### config.mk
export PLATFORM = sky130hd
export DESIGN_NAME = crc32_stream
export DESIGN_NICKNAME = d
export VERILOG_FILES = /design/src/rtl/crc32_pkg.sv /design/src/rtl/crc32_word_order.sv /design/src/rtl/crc32_word_step.sv /design/src/rtl/crc32_stream.sv
export SDC_FILE = /design/constraint.sdc
export NUM_CORES = 1
export LEC_CHECK = 0
export ABC_AREA = 1
export BUFFER_PORTS_ARGS = -buffer_cell sky130_fd_sc_hd__buf_2
export CAP_MARGIN = 20
export CORE_UTILIZATION = 30
export DETAILED_ROUTE_END_ITERATION = 12
export PLACE_DENSITY_LB_ADDON = 0.05
export SYNTH_ARGS = -nofsm -noshare
export SYNTH_HDL_FRONTEND = slang
export SYNTH_SLANG_ARGS = --single-unit
### constraint.sdc
create_clock -name clk -period 3.9 [get_ports clk]
set_input_delay 0.975 -clock clk [delete_from_list [all_inputs] [get_ports clk]]
set_output_delay 0.975 -clock clk [all_outputs]
set_load 0.05 [all_outputs]
### src/rtl/crc32_pkg.sv
package crc32_pkg;
    localparam int CW = 32;
    localparam logic [CW-1:0] CRC_POLY = 32'h04C1_1DB7;
    localparam logic [CW-1:0] CRC_SEED = 32'hFFFF_FFFF;

    typedef struct packed {
        logic [CW-1:0] acc;
        logic          done;
    } crc_state_t;
endpackage

### src/rtl/crc32_word_order.sv
module crc32_word_order #(
    parameter int DW = 32
) (
    input  logic [DW-1:0] word_in,
    input  logic          swap,
    output logic [DW-1:0] word_out
);
    localparam int NB = DW / 8;

    for (genvar b = 0; b < NB; b++) begin : g_byte
        assign word_out[b*8 +: 8] = swap ? word_in[(NB-1-b)*8 +: 8] : word_in[b*8 +: 8];
    end
endmodule

### src/rtl/crc32_word_step.sv
module crc32_word_step
    import crc32_pkg::*;
#(
    parameter int DW = 32
) (
    input  logic [CW-1:0] crc_in,
    input  logic [DW-1:0] data,
    output logic [CW-1:0] crc_out
);
    logic [CW-1:0] stage [0:DW];

    assign stage[0] = crc_in;

    // One shift stage per data bit, most significant bit first.
    for (genvar g = 0; g < DW; g++) begin : g_bit
        logic fb;
        assign fb = stage[g][CW-1] ^ data[DW-1-g];
        assign stage[g+1] = {stage[g][CW-2:0], 1'b0} ^ ({CW{fb}} & CRC_POLY);
    end

    assign crc_out = stage[DW];
endmodule

### src/rtl/crc32_stream.sv
module crc32_stream
    import crc32_pkg::*;
#(
    parameter int DW = 32
) (
    input  logic          clk,
    input  logic          rst_n,
    input  logic          crc_en,
    input  logic          crc_clr,
    input  logic          swap_in,
    input  logic          rev_out,
    input  logic          din_valid,
    input  logic [DW-1:0] din,
    input  logic          din_last,
    output logic [CW-1:0] crc_result,
    output logic          crc_done
);
    crc_state_t    state_d, state_q;
    logic [DW-1:0] ordered_word;
    logic [CW-1:0] stepped_acc;
    logic [CW-1:0] reversed_acc;
    logic          absorb;

    crc32_word_order #(.DW(DW)) u_order (
        .word_in  (din),
        .swap     (swap_in),
        .word_out (ordered_word)
    );

    crc32_word_step #(.DW(DW)) u_step (
        .crc_in  (state_q.acc),
        .data    (ordered_word),
        .crc_out (stepped_acc)
    );

    assign absorb = crc_en && din_valid && !crc_clr;

    always_comb begin
        state_d      = state_q;
        state_d.done = 1'b0;
        if (crc_clr) begin
            state_d.acc = CRC_SEED;
        end else if (absorb) begin
            state_d.acc  = stepped_acc;
            state_d.done = din_last;
        end
    end

    always_ff @(posedge clk or negedge rst_n) begin
        if (!rst_n) begin
            state_q.acc  <= CRC_SEED;
            state_q.done <= 1'b0;
        end else begin
            state_q <= state_d;
        end
    end

    for (genvar i = 0; i < CW; i++) begin : g_rev
        assign reversed_acc[i] = state_q.acc[CW-1-i];
    end

    assign crc_result = rev_out ? reversed_acc : state_q.acc;
    assign crc_done   = state_q.done;

    AST_HOLD_WHEN_OFF: assert property (@(posedge clk) disable iff (!rst_n)
        (!$past(crc_en) && !$past(crc_clr)) |-> $stable(state_q.acc));
    AST_CLEAR_SEED: assert property (@(posedge clk) disable iff (!rst_n)
        $past(crc_clr) |-> (state_q.acc == CRC_SEED));
    AST_DONE_FOLLOWS_LAST: assert property (@(posedge clk) disable iff (!rst_n)
        crc_done |-> ($past(din_last) && $past(din_valid) && $past(crc_en)));
    AST_IDLE_HOLD: assert property (@(posedge clk) disable iff (!rst_n)
        (!$past(din_valid) && !$past(crc_clr)) |-> $stable(state_q.acc));
    AST_CLEAR_NO_DONE: assert property (@(posedge clk) disable iff (!rst_n)
        $past(crc_clr) |-> !crc_done);
endmodule

==> impl_metrics.ini <==
[status]
status = finished clean

[sta]
hold_viol = 0
setup_violations = 0
max_freq_mhz = 259.8
rsz0062_at_grt = true
drv_slew = 0
tightestPinTransition_ns = 0.7377
finClkSkew_ns = 0.003323
fin_ws_ns = 0.05150
min_period_ns = 3.848
fin_crit_sh_pct = 98.68
maxSlewHeadroom_pct = 50.30

[finish]
stdcell_count = 1784
layout_common_cells = 343 x nand2_1, 200 x buf_4, 159 x nand2_2, 114 x inv_1
drive_gt1_share_pct = 49.30
finalNetCount = 1538
final_common_cell = nand2_1
fill_cells = 2366
utilization_pct = 49.34
multiInputGateArea_um2 = 6862
area_delta_synth_final_pct = 60.70
design_area_um2 = 11210
register_area_um2 = 865.8
antennaDiodeCount = 0

[critical_path]
critPathMaxStageDelay_ns = 0.18
crit_fanout = 11
cp.arrival_ns = 4.05
path_class = in2reg
path_common_cell = nand2_2
cp.required_ns = 4.10
path_buf_inv = 7
endpoint_kind = register
critPathLaunchType = primary input
crit_family = simple AND/OR/NAND/NOR gates
cp_slowest_cell = nand4_1

[detailed_routing]
drtAntennaViolNets = 0
drt-pass1-iter-count = 5
vias = 8484
drt_wl_total_um = 31460
drt-initial-drc-count = 521
drc_errors = 0
post_drt_wl_per_cell_um = 17.63
viasPerCell = 4.756

[placed_design]
portBuffers = 72
place_area_um2 = 9163
post-place-ws_ns = -0.5778
dp_hpwl_um = 25750
dp.cells = 1741
place_congestion = 0.9412

[synthesis]
syn_nets = 1250
synth_top_area_share_pct = 26.32
ys_seq_area_share_pct = 12.42
syn-cell-area_um2 = 6973
ys_seq_elements = 33
synth_xor_xnor_area_share_pct = 17.41
synth_compound_area_share_pct = 6.729
yosys-mux-area-fraction_pct = 0
synth_top_family_by_area = simple AND/OR/NAND/NOR gates
synth.largest_area_cell = nand2_1
yosys.area_share.simple_pct = 53.62
yosys-top-cells-area = nand2_1 26%, dfstp_2 12%, xor2_1 12%, nand3_1 9.0%, inv_1 6.4%
syn_inst = 1210
synthAdderAreaFrac_pct = 0
yosysWarningCount = 0
synth_cell_types = 39
syn_area_per_cell_um2 = 5.763

[worst_hold_path]
hp-class = reg2reg

[grt]
grt.total_usage_pct = 25.30
grt.busiest_layer = met2
grt_start_max_net_pins = 42
grt_first_pass_wirelength_um = 44880
use_met1_pct = 34.46
grt_pass1_vias = 7817
use_met3_pct = 2.270
antenna_found_initial = 0
grt_use_met2_pct = 43.91
grt_overflow = 0

[clocking]
clkTransAtPathRegs_ns = 0.05
ctsHoldBuffers = 0
cts_tree = yes
cts_root_buf = clkbuf_16
cts_max_level = 2
worstSkewPairLatency_ns = 0.27
numClockSinks = 33
clockBufferDepth = 2
cts_made_buffers = 5

[floorplanning]
fp.dieArea_um2 = 23860
ios = 73
core-area_um2 = 22710
start_util_pct = 30.71
rows = 55
die_y_um = 154.5
die_w_um = 154.5

[run]
drv_cap = 0
## routing by layer
layer  share of wire (%)  vias up
met3                 3.9       24
met5                   0        -
met4                 1.6        0
met1                  46     3975
met2                  49      160
li1                    -     4325
## Yosys cell counts (all sizes together)
master and n:
nand2 585, inv 147, nand3 140, xor2 103
o21ai 66, nor2 35, dfstp 32, xnor2 24
a21oi 16, nand3b 15, clkbuf 14, buf 8
or2 7, o22ai 6, nand4 5, a21o 1
a22oi 1, a31oi 1, and2 1, and3 1
dfrtp 1, nand2b 1
## cell type report
class | instances | share of cell area [%]
inverters | 147 | 5.326
flip-flops and latches | 33 | 7.727
clock buffers | 8 | 1.217
multi-input cells | 1008 | 61.23
well taps | 285 | 3.182
repair buffers | 303 | 21.32
## timing repair
item,CTS,global route
gates resized for setup,61,312
pin swaps,13,130
setup buffers,2,32
cloned,0,2
endpoints found under the setup margin,31,32
## stage by stage
step	hold slack [ns]	TNS, ns
6_report	0.5444	0
5_1_grt	0.5674	-1.541
4_1_cts	0.5416	0
3_5_place_dp	0.5390	-14.81
3_3_place_gp	0.5322	-14.44
2_1_floorplan	0.4833	0
## cell families (layout without fill, tap and decap cells)
group           count (synthesis)  count (layout)
simple gates                  790             790
flops                          33              33
compound gates                 91              91
xor+xnor                      127             127
buf+inv                       169             458
## state kept, by name, indices dropped and copies added (netlist names)
signal        cells
crc_done          1
reversed_acc     32
## worst paths after layout
kind | start | endpoint | depth (start not counted) | slack [ns]
worst max-delay path | swap_in | reversed_acc[5]$_DFFE_PN1P_ | 29 | 0.05
worst min-delay path | reversed_acc[6]$_DFFE_PN1P_ | reversed_acc[6]$_DFFE_PN1P_ | 2 | 0.54
worst max register to register | reversed_acc[0]$_DFFE_PN1P_ | reversed_acc[5]$_DFFE_PN1P_ | 29 | 0.36
worst min register to register | reversed_acc[6]$_DFFE_PN1P_ | reversed_acc[6]$_DFFE_PN1P_ | 2 | 0.54
max in group asynchronous | rst_n | crc_done$_DFF_PN0_ | 1 | 2.67
min in group asynchronous | rst_n | crc_done$_DFF_PN0_ | 1 | 0.77
## worst register-to-register path, delay by kind of cell, from the launching register on
family	cells	cell delay, ns
and+or+nand+nor	19	1.71
buffers and inverters	9	0.96
DFF	1	0.62
AOI/OAI and AO/OA	1	0.17
Power is not shown: default switching activity piles up to over one toggle a cycle in this logic, so the estimate is an artifact.
